==> src/rtl/ic_pkg.sv <==
package ic_pkg;
  typedef enum logic [1:0] {
    SLP_RUN  = 2'b00,
    SLP_WAIT = 2'b01,
    SLP_HALT = 2'b10,
    SLP_RSV  = 2'b11
  } slp_e;

  localparam logic [1:0] LVL_OFF = 2'b00;
  localparam logic [1:0] LVL_TOP = 2'b11;
endpackage

==> src/rtl/ic_arb.sv <==
module ic_arb #(
  parameter int N  = 6,
  localparam int IW = $clog2(N)
) (
  input  logic [N-1:0]   cand,
  input  logic [2*N-1:0] lvl,
  output logic           any,
  output logic [IW-1:0]  idx,
  output logic [1:0]     lvl_o
);
  // Scan from the lowest rank upward; ">=" lets a lower index take ties.
  always_comb begin
    any   = 1'b0;
    idx   = '0;
    lvl_o = '0;
    for (int i = N - 1; i >= 0; i--) begin
      if (cand[i] && (!any || (lvl[2*i +: 2] >= lvl_o))) begin
        any   = 1'b1;
        idx   = IW'(i);
        lvl_o = lvl[2*i +: 2];
      end
    end
  end
endmodule

==> src/rtl/ic_lvl_stack.sv <==
module ic_lvl_stack #(
  parameter int DEPTH = 4,
  parameter int LW    = 2,
  localparam int DW   = $clog2(DEPTH + 1),
  localparam int AW   = $clog2(DEPTH)
) (
  input  logic          clk,
  input  logic          rst_n,
  input  logic          push,
  input  logic          pop,
  input  logic [LW-1:0] din,
  output logic [LW-1:0] top,
  output logic [DW-1:0] depth,
  output logic          ovf
);
  logic [LW-1:0] mem [DEPTH];
  logic [DW-1:0] depth_q, depth_d;
  logic          ovf_q, ovf_d;
  logic          full, empty;

  assign full  = (depth_q == DW'(DEPTH));
  assign empty = (depth_q == '0);

  always_comb begin
    depth_d = depth_q;
    ovf_d   = ovf_q;
    if (push) begin
      if (full) ovf_d = 1'b1;
      else      depth_d = depth_q + DW'(1);
    end else if (pop && !empty) begin
      depth_d = depth_q - DW'(1);
    end
  end

  always_ff @(posedge clk or negedge rst_n) begin
    if (!rst_n) begin
      depth_q <= '0;
      ovf_q   <= 1'b0;
    end else begin
      depth_q <= depth_d;
      ovf_q   <= ovf_d;
    end
  end

  always_ff @(posedge clk) begin
    if (push && !full) mem[depth_q[AW-1:0]] <= din;
  end

  assign top   = empty ? '0 : mem[AW'(depth_q - DW'(1))];
  assign depth = depth_q;
  assign ovf   = ovf_q;

  AST_STK_BOUND: assert property (@(posedge clk) disable iff (!rst_n)
    depth_q <= DW'(DEPTH));
  AST_ERR_STICKY: assert property (@(posedge clk) disable iff (!rst_n)
    ovf_q |=> ovf_q);
  AST_FULL_NO_GROW: assert property (@(posedge clk) disable iff (!rst_n)
    (push && full) |=> ovf_q && $stable(depth_q));
endmodule

==> src/rtl/ic_prio_ctrl.sv <==
module ic_prio_ctrl
  import ic_pkg::*;
#(
  parameter int N_SRC     = 5,
  parameter int STK_DEPTH = 4,
  localparam int NA = N_SRC + 1,
  localparam int VW = $clog2(NA),
  localparam int DW = $clog2(STK_DEPTH + 1)
) (
  input  logic               clk,
  input  logic               rst_n,
  input  logic               nested_en,
  input  logic [1:0]         sleep_st,
  input  logic [N_SRC-1:0]   irq_req,
  input  logic               tli_req,
  input  logic [2*N_SRC-1:0] irq_lvl,
  input  logic [N_SRC-1:0]   halt_cap,
  input  logic               ack,
  input  logic               rti,
  output logic               irq_vld,
  output logic [NA-1:0]      irq_grant,
  output logic [VW-1:0]      irq_vec,
  output logic [1:0]         cpu_lvl,
  output logic [DW-1:0]      stk_depth,
  output logic               stk_err,
  output logic               wake
);
  // Arbiter order: slot 0 is the top-level source, slot k+1 is source k.
  logic [NA-1:0]   en_x, cap_x, elig_x, cand_r;
  logic [2*NA-1:0] lvl_x;
  logic [1:0]      cur_q, cur_d, glvl_q, glvl_d, stk_top;
  logic            vld_q, vld_d, lock_q, lock_d;
  logic [VW-1:0]   gidx_q, gidx_d;
  logic            dfr_vld_q, dfr_vld_d, dfr_rdy_q, dfr_rdy_d;
  logic [VW-1:0]   dfr_idx_q, dfr_idx_d;
  logic [DW-1:0]   dfr_base_q, dfr_base_d, depth_w;
  logic            restrict_c, forced, ack_ok, rti_ok;
  logic            r_any, f_any;
  logic [VW-1:0]   r_idx, f_idx;
  logic [1:0]      r_lvl, f_lvl;
  logic            in_halt;

  assign in_halt = (sleep_st == SLP_HALT);

  assign en_x[0]     = tli_req;
  assign cap_x[0]    = 1'b1;
  assign lvl_x[1:0]  = LVL_TOP;

  genvar k;
  generate
    for (k = 0; k < N_SRC; k++) begin : g_src
      assign lvl_x[2*(k+1) +: 2] = irq_lvl[2*k +: 2];
      assign en_x[k+1]  = irq_req[k] && (irq_lvl[2*k +: 2] != LVL_OFF);
      assign cap_x[k+1] = halt_cap[k];
    end
    for (k = 0; k < NA; k++) begin : g_elig
      assign elig_x[k] = en_x[k] &&
        (nested_en ? (lvl_x[2*k +: 2] > cur_q) : (depth_w == '0));
    end
  endgenerate

  assign restrict_c = lock_q || in_halt;
  assign cand_r     = restrict_c ? (elig_x & cap_x) : elig_x;

  ic_arb #(.N(NA)) u_arb_r (.cand(cand_r), .lvl(lvl_x),
                            .any(r_any), .idx(r_idx), .lvl_o(r_lvl));
  ic_arb #(.N(NA)) u_arb_f (.cand(elig_x), .lvl(lvl_x),
                            .any(f_any), .idx(f_idx), .lvl_o(f_lvl));

  assign ack_ok = ack && vld_q;
  assign rti_ok = rti && !ack_ok;
  assign forced = dfr_rdy_q && en_x[dfr_idx_q];

  ic_lvl_stack #(.DEPTH(STK_DEPTH), .LW(2)) u_stk (
    .clk(clk), .rst_n(rst_n), .push(ack_ok), .pop(rti_ok),
    .din(cur_q), .top(stk_top), .depth(depth_w), .ovf(stk_err));

  // Next-state logic
  always_comb begin
    vld_d      = vld_q;
    gidx_d     = gidx_q;
    glvl_d     = glvl_q;
    cur_d      = cur_q;
    dfr_vld_d  = dfr_vld_q;
    dfr_rdy_d  = dfr_rdy_q;
    dfr_idx_d  = dfr_idx_q;
    dfr_base_d = dfr_base_q;
    lock_d     = in_halt || (lock_q && !ack_ok);

    if (ack_ok) begin
      vld_d = 1'b0;
      cur_d = glvl_q;
    end else if (!vld_q && (forced || r_any)) begin
      vld_d  = 1'b1;
      gidx_d = forced ? dfr_idx_q : r_idx;
      glvl_d = forced ? lvl_x[{dfr_idx_q, 1'b0} +: 2] : r_lvl;
    end
    if (rti_ok) cur_d = stk_top;

    if (ack_ok && lock_q && f_any && (f_idx != gidx_q) && !cap_x[f_idx]) begin
      dfr_vld_d  = 1'b1;
      dfr_rdy_d  = 1'b0;
      dfr_idx_d  = f_idx;
      dfr_base_d = depth_w;
    end else if (ack_ok && dfr_rdy_q && (gidx_q == dfr_idx_q)) begin
      dfr_vld_d = 1'b0;
      dfr_rdy_d = 1'b0;
    end else if (rti_ok && dfr_vld_q && !dfr_rdy_q &&
                 (depth_w == dfr_base_q + DW'(1))) begin
      dfr_rdy_d = 1'b1;
    end else if (dfr_rdy_q && !en_x[dfr_idx_q]) begin
      dfr_vld_d = 1'b0;
      dfr_rdy_d = 1'b0;
    end
  end

  // State registers
  always_ff @(posedge clk or negedge rst_n) begin
    if (!rst_n) begin
      vld_q      <= 1'b0;
      gidx_q     <= '0;
      glvl_q     <= '0;
      cur_q      <= '0;
      lock_q     <= 1'b0;
      dfr_vld_q  <= 1'b0;
      dfr_rdy_q  <= 1'b0;
      dfr_idx_q  <= '0;
      dfr_base_q <= '0;
    end else begin
      vld_q      <= vld_d;
      gidx_q     <= gidx_d;
      glvl_q     <= glvl_d;
      cur_q      <= cur_d;
      lock_q     <= lock_d;
      dfr_vld_q  <= dfr_vld_d;
      dfr_rdy_q  <= dfr_rdy_d;
      dfr_idx_q  <= dfr_idx_d;
      dfr_base_q <= dfr_base_d;
    end
  end

  always_comb begin
    irq_grant = '0;
    if (vld_q) irq_grant[gidx_q] = 1'b1;
  end

  always_comb begin
    unique case (sleep_st)
      SLP_WAIT: wake = |en_x;
      SLP_HALT: wake = |(en_x & cap_x);
      default:  wake = 1'b0;
    endcase
  end

  assign irq_vld   = vld_q;
  assign irq_vec   = gidx_q;
  assign cpu_lvl   = cur_q;
  assign stk_depth = depth_w;

  AST_GRANT_ONEHOT: assert property (@(posedge clk) disable iff (!rst_n)
    irq_vld |-> ($onehot(irq_grant) && irq_grant[irq_vec]));
  AST_NO_OFF_GRANT: assert property (@(posedge clk) disable iff (!rst_n)
    vld_q |-> (glvl_q != LVL_OFF));
  AST_GRANT_HOLD: assert property (@(posedge clk) disable iff (!rst_n)
    (vld_q && !ack) |=> (vld_q && $stable(gidx_q)));
  AST_ACK_LEVEL: assert property (@(posedge clk) disable iff (!rst_n)
    ack_ok |=> (cur_q == $past(glvl_q)));
  AST_CONC_IDLE: assert property (@(posedge clk) disable iff (!rst_n)
    ($rose(vld_q) && !$past(nested_en)) |-> ($past(depth_w) == '0));
  AST_NEST_ABOVE: assert property (@(posedge clk) disable iff (!rst_n)
    ($rose(vld_q) && $past(nested_en) && !$past(forced)) |-> (glvl_q > $past(cur_q)));
  AST_HALT_FIRST: assert property (@(posedge clk) disable iff (!rst_n)
    ($rose(vld_q) && $past(restrict_c) && !$past(forced)) |-> (|($past(cap_x) & irq_grant)));
  AST_FULL_DOMINATES: assert property (@(posedge clk) disable iff (!rst_n)
    r_any |-> (f_any && (f_lvl >= r_lvl)));
endmodule

==> config.mk <==
export PLATFORM = sky130hd
export DESIGN_NAME = ic_prio_ctrl
export DESIGN_NICKNAME = d
export VERILOG_FILES = /design/src/rtl/ic_pkg.sv /design/src/rtl/ic_arb.sv /design/src/rtl/ic_lvl_stack.sv /design/src/rtl/ic_prio_ctrl.sv
export SDC_FILE = /design/constraint.sdc
export NUM_CORES = 1
export LEC_CHECK = 0
export ABC_CLOCK_PERIOD_IN_PS = 12500
export BUFFER_PORTS_ARGS = -buffer_cell sky130_fd_sc_hd__buf_4
export CAP_MARGIN = 20
export CORE_MARGIN = 2
export CORE_UTILIZATION = 50
export DETAILED_ROUTE_END_ITERATION = 10
export GPL_TIMING_DRIVEN = 0
export HOLD_SLACK_MARGIN = 0.15
export PLACE_DENSITY_LB_ADDON = 0.25
export SYNTH_ARGS = -nofsm -noshare
export SYNTH_HDL_FRONTEND = slang
export SYNTH_SLANG_ARGS = --single-unit
==> constraint.sdc <==
create_clock -name clk -period 12.5 [get_ports clk]
set_input_delay 0.625 -clock clk [delete_from_list [all_inputs] [get_ports clk]]
set_output_delay 0.625 -clock clk [all_outputs]
set_load 0.01 [all_outputs]
==> results of run 1 <==
==> cell usage in the layout, fill, tap and decap left out, types with 3 or more instances in the layout <==
master	n
sky130_fd_sc_hd__a211oi_1	3
sky130_fd_sc_hd__a21o_1	8
sky130_fd_sc_hd__a21oi_1	16
sky130_fd_sc_hd__a21oi_2	3
sky130_fd_sc_hd__a22o_1	3
sky130_fd_sc_hd__a22oi_1	4
sky130_fd_sc_hd__a31oi_1	4
sky130_fd_sc_hd__and3_1	5
sky130_fd_sc_hd__buf_4	44
sky130_fd_sc_hd__clkbuf_1	9
sky130_fd_sc_hd__clkbuf_8	7
sky130_fd_sc_hd__dfrtp_1	21
sky130_fd_sc_hd__edfxtp_1	8
sky130_fd_sc_hd__ha_1	34
sky130_fd_sc_hd__inv_1	24
sky130_fd_sc_hd__mux2_2	6
sky130_fd_sc_hd__mux2_4	3
sky130_fd_sc_hd__mux2i_1	6
sky130_fd_sc_hd__mux4_2	3
sky130_fd_sc_hd__nand2_1	34
sky130_fd_sc_hd__nand2b_1	16
sky130_fd_sc_hd__nand3_1	11
sky130_fd_sc_hd__nor2_1	26
sky130_fd_sc_hd__nor2b_1	8
sky130_fd_sc_hd__nor3_1	9
sky130_fd_sc_hd__o211ai_1	5
sky130_fd_sc_hd__o21a_1	10
sky130_fd_sc_hd__o21ai_0	12
sky130_fd_sc_hd__o21ai_1	6
sky130_fd_sc_hd__o21ai_2	3
sky130_fd_sc_hd__xnor2_1	3
sky130_fd_sc_hd__xor2_1	7
==> how the worst max path moves through the flow <==
stage          startpoint       endpoint  slack [ns]
6_report       cpu_lvl[1]  dfr_base_q[1]        4.88
5_1_grt        cpu_lvl[1]  dfr_base_q[1]        4.44
4_1_cts        cpu_lvl[1]  dfr_base_q[1]        4.95
3_5_place_dp   irq_lvl[9]  dfr_base_q[1]        4.88
3_3_place_gp   irq_lvl[9]  dfr_base_q[2]        4.96
2_1_floorplan  irq_lvl[9]  dfr_base_q[1]        5.80
==> logic make-up (layout without fill, tap and decap cells) <==
logic type               count (synthesis)  after routing  share of synthesized area [%]
AO/OA/AOI/OAI                          106            106                          26.45
XOR/XNOR                                10             10                          2.857
AND/OR/NAND/NOR                        120            120                          19.35
multiplexers                            18             18                          7.836
adder cells (fa/ha/maj)                 34             34                          13.88
buffers and inverters                   35             86                          4.653
flip-flops                              29             29                          24.98
==> state kept, by name, indices dropped and copies added, names as in the netlist <==
name and flops:
irq_vec 3, u_stk.ovf 1, irq_vld 1, lock_q 1, u_stk.depth 3, dfr_base_q 3, dfr_idx_q 3, u_stk.mem 8
dfr_vld_q 1, glvl_q 2, dfr_rdy_q 1, cpu_lvl 2
==> layer usage <==
layer | part of all wire (%) | routed length (um)
met1 | 45 | 3628
met2 | 49 | 3969
met3 | 3.8 | 311
met4 | 2.1 | 172
met5 | 0 | 0
==> per-stage QoR <==
| stage | setup WS (ns) | hold WS [ns] | area (um2) | cells |
|---|---|---|---|---|
| 6_report | 4.876 | 0.2185 | 3583 | 478 |
| 5_1_grt | 4.436 | 0.2371 | 3583 | 478 |
| 4_1_cts | 4.946 | 0.2245 | 3583 | 478 |
| 3_5_place_dp | 4.879 | 0.4925 | 3482 | 470 |
| 3_3_place_gp | 4.962 | 0.4687 | 3482 | 470 |
| 2_1_floorplan | 5.798 | 0.3294 | 3065 | 352 |
==> worst max-delay path, delay by kind of cell, from the launching register on <==
family                   cells  cell delay, ns
multiplexers                 2            0.72
AND/OR/NAND/NOR              9            1.30
adder cells (fa/ha/maj)      5            1.36
buffers and inverters        1            0.25
flip-flops                   1            0.46
AO/OA/AOI/OAI               14            3.43
==> cell type report <==
type	count	share of cell area (%)
Inverter	24	2.514
Sequential cell	29	21.37
Timing Repair Buffer	43	9.008
Tap cell	75	2.619
Clock inverter	1	0.1397
Buffer	11	1.466
Clock buffer	7	2.689
Multi-Input combinational cell	288	60.20
==> report_power, final <==
part           internal, uW  total (uW)  switching [uW]
Clock                  49.7        84.6            35.0
Sequential              137         176            38.6
Combinational           201         455             254
==> reports/summary.md, run 1 <==
The H-tree was split into 2 levels. Setup repair after global routing left no endpoint under its margin. In the routed layout, each cell is associated on average with a via count of 6.021.

STA classifies the critical path endpoint as a flip-flop. After clock tree synthesis, the repair step resized 0 gates. The y dimension of the die was 82.30 um; the highest clock rate was 131.2 MHz. The area growth from synthesis to layout is 16.90%.

TritonCTS built the clock tree. The run finished with clean final reports. The synthesized design contains 29 register bits. The final critical path takes up 60.99% of the cycle. met2 is the most crowded layer. Sum of negative setup slack: 0 ns. The run gives 0 as the number of setup violations in the final report.

The floorplan step set the die width to 82.30 um. The met3 demand-to-capacity share in global routing is 2.065%. The net count of the mapped netlist is 414, and the area of the core region is 5921 um2.

For the slack of the worst reg-to-reg path, the log shows 4.88 ns. The setup path with the least slack is of type flip-flop to flip-flop. The number of cells on the worst reg-to-reg path is 31. Registers take 765.7 um2. For this design the top-level I/O count stands at 45. The cell accounting for the most synthesized area was sky130_fd_sc_hd__dfrtp_1. The logs give 5 for the number of buffers added by the clock tree synthesis step and 4 for the number of detailed-route iterations in the first pass. Sequential elements use 24.98% of the synthesized area. After layout, the minimum clock period comes to 7.624 ns. The logs give 60.52% for the utilization after layout and 25.19% for the total track usage. After clock tree synthesis, the clock-pin slew on the worst setup and hold paths is 0.06 ns.

In this run the static leakage power is 0.001642 uW. The run gives 55.37% as the worst slew margin relative to its limit. The first global-routing pass estimated 13100 um of wire. The tools report the post-layout net count as 464.

The half-perimeter wire length after placement came out at 6437 um. Of all nets on the critical path, the largest fanout is 7. During placement, the flow inserted port buffers numbering 43. The count of max-cap constraint violations was 0; the number of rows in the core area was 28. The power per cell area was 199.6 nW/um2. For the fill cell instance count of the final layout, the log shows 559.

For this design, the sink count on the clock tree is 29. The clock passes through at most 2 buffers. STA puts the critical path data required time at 12.66 ns. For this configuration, the core starts out at a cell density of 51.78%. Counting flops with a built-in enable in the synthesized netlist gives 8. After synthesis, the most frequently instantiated cells are sky130_fd_sc_hd__ha_1, sky130_fd_sc_hd__nand2_1, sky130_fd_sc_hd__nor2_1. In this design, the critical path's most frequently occurring cell is sky130_fd_sc_hd__ha_1. Worst clock skew: 0.005656 ns. The average cell area after synthesis is 8.709 um2, and the fraction of met2 tracks used by global routing is 43.39%. Count of inserted antenna diode cells: 0. Summed over its instances, the top area cell type makes up 17.14% of the synthesized netlist area. The yosys synthesis warning count was 0; the total wire length was 8082 um. The logs give 7.79 ns for the critical path data arrival time and 33.45% for the met1 track demand over resource in global routing. The initial detailed-routing violation count is 128.

The number of different library cells used by synthesis comes to 63. For the pin with the worst max-slew slack, the measured transition is 0.6650 ns. The root buffer cell chosen for the clock tree is sky130_fd_sc_hd__clkbuf_8. The run gives 0.28 ns as the latest clock arrival within the worst-skew pair. The synthesized netlist occupies a cell area of 3065 um2. STA classifies the critical path startpoint as a flip-flop.

The run gives 0 as the number of buffers inserted by post-CTS setup repair. The logs give 2878 for the via count and 6773 um2 for the floorplan die area. Async set-or-reset flop fraction in the synthesized netlist: 72.41%.

Entering global routing, the biggest net connects 22 pins. For this design, the slowest cell found on the critical path is sky130_fd_sc_hd__dfrtp_1. The type of the worst min-delay path was primary input to async pin. Power comes to 715.3 uW.

The run gives 0 as the post-detailed-route count of antenna-violating nets. Summing all multi-input logic gate instances after layout gives 2157 um2. For this run the aggregate overflow at the end of global routing stands at 0. Initial antenna violation count: 0.

The number of global-route vias before repair is 2664, and the post-detailed-route DRC marker count is 0. For this design, the CTS-stage hold fixing added 0 buffers. In the post-synthesis netlist, the biggest area contributors are sky130_fd_sc_hd__dfrtp_1, sky130_fd_sc_hd__ha_1, sky130_fd_sc_hd__edfxtp_1.

The final weighted congestion in routability-driven placement was 0.9179; the number of pins exceeding their max-slew limit in the final report was 0. IR analysis of the VDD net gives a maximum drop of 0.1026 mV. In the final routed layout, each cell accounts on average for 16.91 um. Counting every instance in the synthesized netlist gives 352. Capture instance of the worst register-to-register path: dfr_base_q[1]. In this run the critical register-to-register path is launched from cpu_lvl[1]. In this design, the stage delay of the slowest critical-path cell is 0.46 ns. The fraction of final layout cells with drive strength greater than 1 was 20.10%.

The final number of hold-violating endpoints is 0. Leading register cell type out of synthesis: sky130_fd_sc_hd__dfrtp_1.
Note: power is estimated with default switching activity, not from simulation.
==> run 2: changes to the inputs <==
--- a/config.mk
+++ b/config.mk
@@ -5,7 +5,7 @@
 export SDC_FILE = /design/constraint.sdc
 export NUM_CORES = 1
 export LEC_CHECK = 0
-export ABC_CLOCK_PERIOD_IN_PS = 12500
+export ABC_CLOCK_PERIOD_IN_PS = 7500
 export BUFFER_PORTS_ARGS = -buffer_cell sky130_fd_sc_hd__buf_4
 export CAP_MARGIN = 20
 export CORE_MARGIN = 2
==> constraint.sdc (replaced) <==
create_clock -name clk -period 7.5 [get_ports clk]
set_input_delay 0.375 -clock clk [delete_from_list [all_inputs] [get_ports clk]]
set_output_delay 0.375 -clock clk [all_outputs]
set_load 0.01 [all_outputs]
==> run 2 against run 1 <==
Effect of this change: clock skew hardly changed; combinational power is 69% higher; register-to-register slack worse by 4.4 ns; utilization is 0.55 points higher; cell area is 0.91% higher; via count is 0.90% lower; largest cell class unchanged; highest routed layer unchanged.
==> reports/summary.md, run 2 (synthesized netlist as in run 1, its figures left out) <==
The number of global-route vias before repair came out at 2674 (+0.38%). The count of max-cap constraint violations was 0 (unchanged). For the register cell area after layout, the log shows 768.2 um2 (+0.33%). The measured slew at the worst slew-check pin came out at 0.6380 ns (-0.02698 ns). Highest clock rate: 141.9 MHz (+8.2%).

The worst clock skew is 0.005957 ns (+0.0003011 ns). The tightest min-delay check is of the primary input to flip-flop type. For the leakage power, the log shows 0.001646 uW (+0.24%). The run gives 43.55% (+0.16 points) as the fraction of met2 tracks used by global routing. The kind of cell with the highest combined delay on the critical path was compound AO/OA/AOI/OAI gates. Fraction of final layout cells with drive strength greater than 1: 22.03% (+1.9 points).

The clock slew seen by the registers of the worst setup and hold paths came out at 0.06 ns (about the same). The master cell of the clock root buffer is sky130_fd_sc_hd__clkbuf_8. The number of pins exceeding their max-slew limit in the final report was 0 (unchanged).

The run gives 7.21 ns (-0.58 ns) as the critical path data arrival time. The logs give 2177 um2 (+0.93%) for the multi-input combinational cell area and 0 (unchanged) for the final number of hold-violating endpoints. The y dimension of the die was 82.30 um (unchanged). The initial core utilization was 51.78% (unchanged).

Compared with the post-synthesis result, the final layout area differs by 17.96%. The run finished with clean final reports. The width of the chip is 82.30 um (unchanged). The number of buffers inserted by post-CTS setup repair was 0 (unchanged); the flip-flop count of the largest register, all copies and words added was 8 (unchanged). TritonCTS built the clock tree.

The path type of the worst setup path is flip-flop to flip-flop. The tools report the half-perimeter wire length after placement as 6437 um (unchanged). The buffer depth of the longest clock path was 2 (unchanged). The initial detailed-routing violation count is 133 (+3.9%).

The sum of buffers and inverters on the critical path was 1 (unchanged); the maximum number of pins on one net before global-route repair was 22 (unchanged). The initial antenna violation count was 0 (unchanged). The sum of negative setup slack was 0 ns (unchanged).

The run gives 2 (unchanged) as the CTS H-tree depth. The tools report the count of inserted antenna diode cells as 0 (unchanged). For the met1 track demand over resource in global routing, the log shows 33.51% (+0.067 points). Latest clock arrival within the worst-skew pair: 0.28 ns (about the same). Post-detailed-route count of antenna-violating nets: 0 (unchanged).

The busiest layer in global routing is met2. The floorplan die area came out at 6773 um2 (unchanged). The met3 demand-to-capacity share in global routing was 2.065% (unchanged). For the total track usage, the log shows 25.26% (+0.069 points). Number of I/O port buffers: 43 (unchanged). Setup repair after global routing left no endpoint under its margin. The worst-path maximum fanout is 8 (+1), and the number of top-level pins is 45 (unchanged). The final clock period utilization by the worst path is 93.93% (+33 points), and the final worst slack is 0.4549 ns (-4.421 ns). For the final weighted congestion in routability-driven placement, the log shows 0.9179 (unchanged).

The power per cell area came out at 332.2 nW/um2 (+66%). The logs give 5 (unchanged) for the number of buffers added by the clock tree synthesis step and 2852 (-0.90%) for the via count. Post-detailed-route DRC marker count: 0 (unchanged). The total wire length came out at 8118 um (+0.45%). The most frequent cell on the critical path is sky130_fd_sc_hd__ha_1. Leaving out fill and tap cells, the most frequent cells in the layout are sky130_fd_sc_hd__buf_4, sky130_fd_sc_hd__nand2_1, sky130_fd_sc_hd__ha_1.

For the remaining global-route overflow, the log shows 0 (unchanged). STA classifies the critical path startpoint as a flip-flop. The highest ir drop seen on vdd is 0.1706 mV (+66%). For the wire length of the first global-routing pass, the log shows 13130 um (+0.26%). The clock period minus final worst setup slack is 7.045 ns (-0.5788 ns), and the average routed wire per standard cell is 16.95 um (+0.24%).

The worst setup timing slack at the placement stage came out at -0.03107 ns (-4.910 ns). The worst setup path is captured at a flip-flop. The fill cell instance count of the final layout is 561 (+0.36%).

The biggest cell delay along the critical path is 0.48 ns (+0.02 ns). For the data required time at the worst endpoint, the log shows 7.66 ns (-5.00 ns). Count of clock tree sinks: 29 (unchanged). The largest individual stage delay along the critical path comes from the cell sky130_fd_sc_hd__o41ai_4. The area of the core region is 5921 um2 (unchanged).

The worst slew margin relative to its limit came out at 57.18% (+1.8 points). The library cell used most frequently in the layout, excluding fill and tap cells, is sky130_fd_sc_hd__buf_4. The detailed-route vias per instance is 5.954 (-1.1%), and the post-layout net count is 465 (+0.22%).

For the number of detailed-route iterations in the first pass, the log shows 5 (+1). The tools report the number of setup violations in the final report as 0 (unchanged). Number of rows in the core area: 28 (unchanged).
## run 2: routing by layer
metal  part of all wire [%]  wire length, um
met2                     50             4071
met5                      0                0
met1                     45             3622
met4                    2.1              173
met3                    3.1              251
## run 2: final cells by class
type	instances	share of cell area (%)
plain buffers	11	1.453
flip-flops and latches	29	21.25
clock inverters	1	0.1384
multi-input cells	288	60.21
repair buffers	44	9.204
well taps	75	2.595
clock buffers	7	2.664
inverters	24	2.491
## run 2: worst register-to-register path: cells and delay by family, from the launching register on
| family | cells | cell delay (ns) |
|---|---|---|
| AO/OA/AOI/OAI | 13 | 2.78 |
| adder cells (fa/ha/maj) | 5 | 1.28 |
| buffers and inverters | 1 | 0.18 |
| flip-flops | 1 | 0.47 |
| multiplexers | 2 | 0.70 |
| AND/OR/NAND/NOR | 10 | 1.52 |
## run 2: report_power, final
part           leakage (uW)  internal [uW]  switching [uW]
Clock             0.0000542           82.7            57.1
Sequential         0.000325            230            64.3
Combinational       0.00127            339             427
Total               0.00165            652             549
## run 2: final timing paths
check / startpoint / to / slack [ns] / cells past startpoint
max: u_stk.depth[1] / dfr_base_q[1] / 0.45 / 31
min: ack / irq_vld / 0.39 / 3
max reg2reg: u_stk.depth[1] / dfr_base_q[1] / 0.45 / 31
min reg2reg: u_stk.ovf / u_stk.ovf / 0.51 / 1
max in group asynchronous: rst_n / cpu_lvl[1] / 6.73 / 2
min in group asynchronous: rst_n / dfr_idx_q[0] / 0.53 / 2
## run 2: what timing repair did
| action | in CTS | in global routing |
|---|---|---|
| resized for setup | 1 | 8 |
| pin swaps | 0 | 1 |
| hold endpoints to repair | 21 | 0 |
| setup endpoints to repair | 3 | 10 |
| hold buffers | 1 | 0 |
## run 2: per-stage QoR
stage               util (%)  instance area [um2]  hold slack (ns)  cells  total power [uW]
global placement       58.81                 3482           0.2737    470              1026
detailed placement     58.81                 3482           0.2729    470              1046
CTS                    60.69                 3593           0.3903    479              1193
finish                 61.07                 3616           0.3886    479              1201
global route           61.07                 3616           0.4029    479              1304
floorplan                  -                 3065          0.07941    352             830.0
==> run 3: changes to the inputs <==
--- a/config.mk
+++ b/config.mk
@@ -9,7 +9,7 @@
 export BUFFER_PORTS_ARGS = -buffer_cell sky130_fd_sc_hd__buf_4
 export CAP_MARGIN = 20
 export CORE_MARGIN = 2
-export CORE_UTILIZATION = 50
+export CORE_UTILIZATION = 45
 export DETAILED_ROUTE_END_ITERATION = 10
 export GPL_TIMING_DRIVEN = 0
 export HOLD_SLACK_MARGIN = 0.15
==> run 3 against run 2 <==
Effect of this change: sequential cell count stayed put; total power shrank 0.26%; sequential share of layout area shrank 0.086 points; clock-buffer cell count unchanged; utilization is 6.8 points lower; worst hold slack got worse by 0.0083 ns; first-iteration DRC count grew 12%; clock power hardly changed; maximum frequency grew 0.99%; clock skew rose by 0.0027 ns; highest routed layer unchanged.
==> reports/summary.md, run 3 (synthesized netlist as in run 1, its figures left out) <==
For the number of buffers inserted by post-CTS setup repair, the log shows 0 (unchanged). Switching power as a share of total power: 45.61% (-0.072 points). The initial detailed-routing violation count came out at 149 (+12%). The tools report the maximum number of pins on one net before global-route repair as 22 (unchanged). The final clock period utilization by the worst path was 93.02% (-0.92 points). The number of detailed-route iterations in the first pass was 4 (-1). On the critical path, the stage with the largest delay is an instance of sky130_fd_sc_hd__o41ai_4. The cell sitting at the root of the clock tree is a sky130_fd_sc_hd__clkbuf_8.

The cell that appears most often on the critical path is sky130_fd_sc_hd__ha_1. Fill cell instance count of the final layout: 655 (+17%). Number of I/O port buffers: 43 (unchanged).

The buffer depth of the longest clock path was 2 (unchanged); the worst-path maximum fanout was 7 (-1). For the post-detailed-route DRC marker count, the log shows 0 (unchanged). Setup repair after global routing left no endpoint under its margin. The highest clock rate came out at 143.3 MHz (+0.99%). Leaving out fill and tap cells, the most frequent cell in the layout is sky130_fd_sc_hd__buf_4.

For the switching power, the log shows 546.4 uW (-0.42%). The fraction of final layout cells with drive strength greater than 1 is 21.78% (-0.25 points), and the sum of negative setup slack is 0 ns (unchanged). The total power is 1198 uW (-0.26%). The run gives 0.1186 ns (+0.1497 ns) as the worst setup timing slack at the placement stage.

The layout overhead on the synthesized area is 18.25%, and the data required time at the worst endpoint is 7.67 ns (about the same). The power per cell area was 330.5 nW/um2 (-0.50%); the relative contribution of combinational cells to total power was 63.8% (about the same). Leaving out fill and tap cells, the most frequent cells in the layout are sky130_fd_sc_hd__buf_4, sky130_fd_sc_hd__nand2_1, sky130_fd_sc_hd__ha_1.

The measured slew at the worst slew-check pin came out at 0.7209 ns (+0.08296 ns). The y dimension of the die is 86.54 um (+5.1%), and the register cell area after layout is 767.0 um2 (-0.16%). The clock power share was 11.9% (+0.3 points). The final number of hold-violating endpoints came out at 0 (unchanged). Number of buffers added by the clock tree synthesis step: 5 (unchanged). The leakage power came out at 0.001648 uW (+0.12%). Floorplan die area: 7488 um2 (+11%).

The critical path in this run is classified as flip-flop to flip-flop. The final worst slack came out at 0.5238 ns (+0.06889 ns). The remaining global-route overflow is 0 (unchanged), and the worst clock skew is 0.008706 ns (+0.002749 ns). The flow ran to the end, and the final reports show no timing, DRC or antenna violations.

The flip-flop count of the largest register, all copies and words added was 8 (unchanged); the CTS H-tree depth was 2 (unchanged). The initial antenna violation count came out at 0 (unchanged). STA classifies the critical path endpoint as a flip-flop.

The latest clock arrival within the worst-skew pair was 0.28 ns (about the same); the final weighted congestion in routability-driven placement was 0.9144 (-0.38%). The logs give 29 (unchanged) for the count of clock tree sinks and 0 (unchanged) for the count of inserted antenna diode cells. The run gives 0 (unchanged) as the number of pins exceeding their max-slew limit in the final report. The initial core utilization is 45.88% (-5.9 points), and the width of the chip is 86.54 um (+5.1%). TritonCTS built the clock tree. The tools report the number of rows in the core area as 30 (+7.1%).

The detailed-route vias per instance works out to 5.938 (-0.27%). The clock slew seen by the registers of the worst setup and hold paths came out at 0.07 ns (about the same). The worst hold path stage count is 3 (unchanged), and the multi-input combinational cell area is 2181 um2 (+0.17%). The number of cells on the worst reg-to-reg path was 31 (unchanged); the count of max-cap constraint violations was 0 (unchanged). The tools report the total wire length as 8031 um (-1.1%). The post-layout net count came out at 465 (unchanged). STA classifies the critical path startpoint as a flip-flop. The logs give 51.61% (-5.6 points) for the worst slew margin relative to its limit and 2874 (+0.77%) for the via count. The worst hold path belongs to the class primary input to flip-flop. The average routed wire per standard cell is 16.59 um (-2.1%), and the post-detailed-route count of antenna-violating nets is 0 (unchanged). The highest ir drop seen on vdd was 0.1062 mV (-38%).

The total track usage was 22.45% (-2.8 points); the clock period minus final worst setup slack was 6.976 ns (-0.06889 ns). The half-perimeter wire length after placement is 6302 um (-2.1%), and the number of setup violations in the final report is 0 (unchanged). The biggest cell delay along the critical path is 0.46 ns (-0.02 ns). The wire length of the first global-routing pass was 13340 um (+1.6%).

For the number of top-level pins, the log shows 45 (unchanged). The total internal power is 651.6 uW (-0.13%), and the number of global-route vias before repair is 2697 (+0.86%). Area of the core region: 6681 um2 (+13%). The critical path data arrival time was 7.14 ns (-0.07 ns). The run gives 24.3% (-0.2 points) as the part of the total power dissipated in sequential elements.
run 3: changes by cell type in the layout (fill, tap and decap cells not counted):
cell                       previous run  this run
sky130_fd_sc_hd__a211oi_1             2         3
sky130_fd_sc_hd__a211oi_2             1         0
sky130_fd_sc_hd__dfrtp_1             19        20
sky130_fd_sc_hd__dfrtp_2              2         1
sky130_fd_sc_hd__inv_1               23        24
sky130_fd_sc_hd__inv_2                1         0
sky130_fd_sc_hd__nor3b_1              1         0
sky130_fd_sc_hd__nor3b_2              0         1
sky130_fd_sc_hd__o21bai_1             2         1
sky130_fd_sc_hd__o21bai_2             0         1
run 3: area by class of cell:
class                      count  share of cell area [%]
clock buffer                   7                   2.658
tap                           80                   2.761
multi-input combinational    288                   60.17
inverter                      24                   2.485
clock inverter                 1                  0.1381
sequential                    29                   21.16
buffer                        11                   1.450
timing repair buffer          44                   9.182
run 3: timing repair:
action | CTS | global route
gates resized for setup | 0 | 8
hold buffers | 1 | 0
endpoints found under the hold margin | 21 | 0
setup endpoints to repair | 0 | 11
run 3: critical path, delay by kind of cell, from the launching register on:
| kind | cells | cell delay [ns] |
|---|---|---|
| and+or+nand+nor | 10 | 1.35 |
| DFF | 1 | 0.45 |
| buffers and inverters | 1 | 0.22 |
| adders and majority gates | 5 | 1.35 |
| muxes | 2 | 0.68 |
| AOI/OAI and AO/OA | 13 | 2.82 |
run 3: per-stage QoR:
stage               std cells  area (um2)  hold WS [ns]  util (%)
finish                    484        3625        0.3803     54.25
global route              484        3625        0.4029     54.25
global placement          475        3488        0.2749     52.21
CTS                       484        3600        0.3778     53.88
floorplan                 352        3065       0.07941         -
detailed placement        475        3488        0.2747     52.21
run 3: routing by layer:
| metal | share of wire [%] | global-route usage [%] |
|---|---|---|
| met5 | 0 | 0 |
| met4 | 3.9 | 10.23 |
| met3 | 4.3 | 2.476 |
| met2 | 47 | 37.20 |
| met1 | 45 | 29.42 |
run 3: worst paths after layout:
path                       slack (ns)  startpoint       endpoint
max                              0.52  cpu_lvl[1]  dfr_base_q[2]
min                              0.38         ack        irq_vld
max reg2reg                      0.52  cpu_lvl[1]  dfr_base_q[2]
min reg2reg                      0.48   u_stk.ovf      u_stk.ovf
max in group asynchronous        6.74       rst_n     cpu_lvl[1]
min in group asynchronous        0.52       rst_n      glvl_q[0]
run 3: power groups by stage:
stage          clock network, uW  registers, uW  logic [uW]
6_report                     143            291         764
5_1_grt                      152            301         852
4_1_cts                      146            292         749
3_5_place_dp                   0            294         745
3_3_place_gp                   0            293         732
2_1_floorplan                  0            289         541
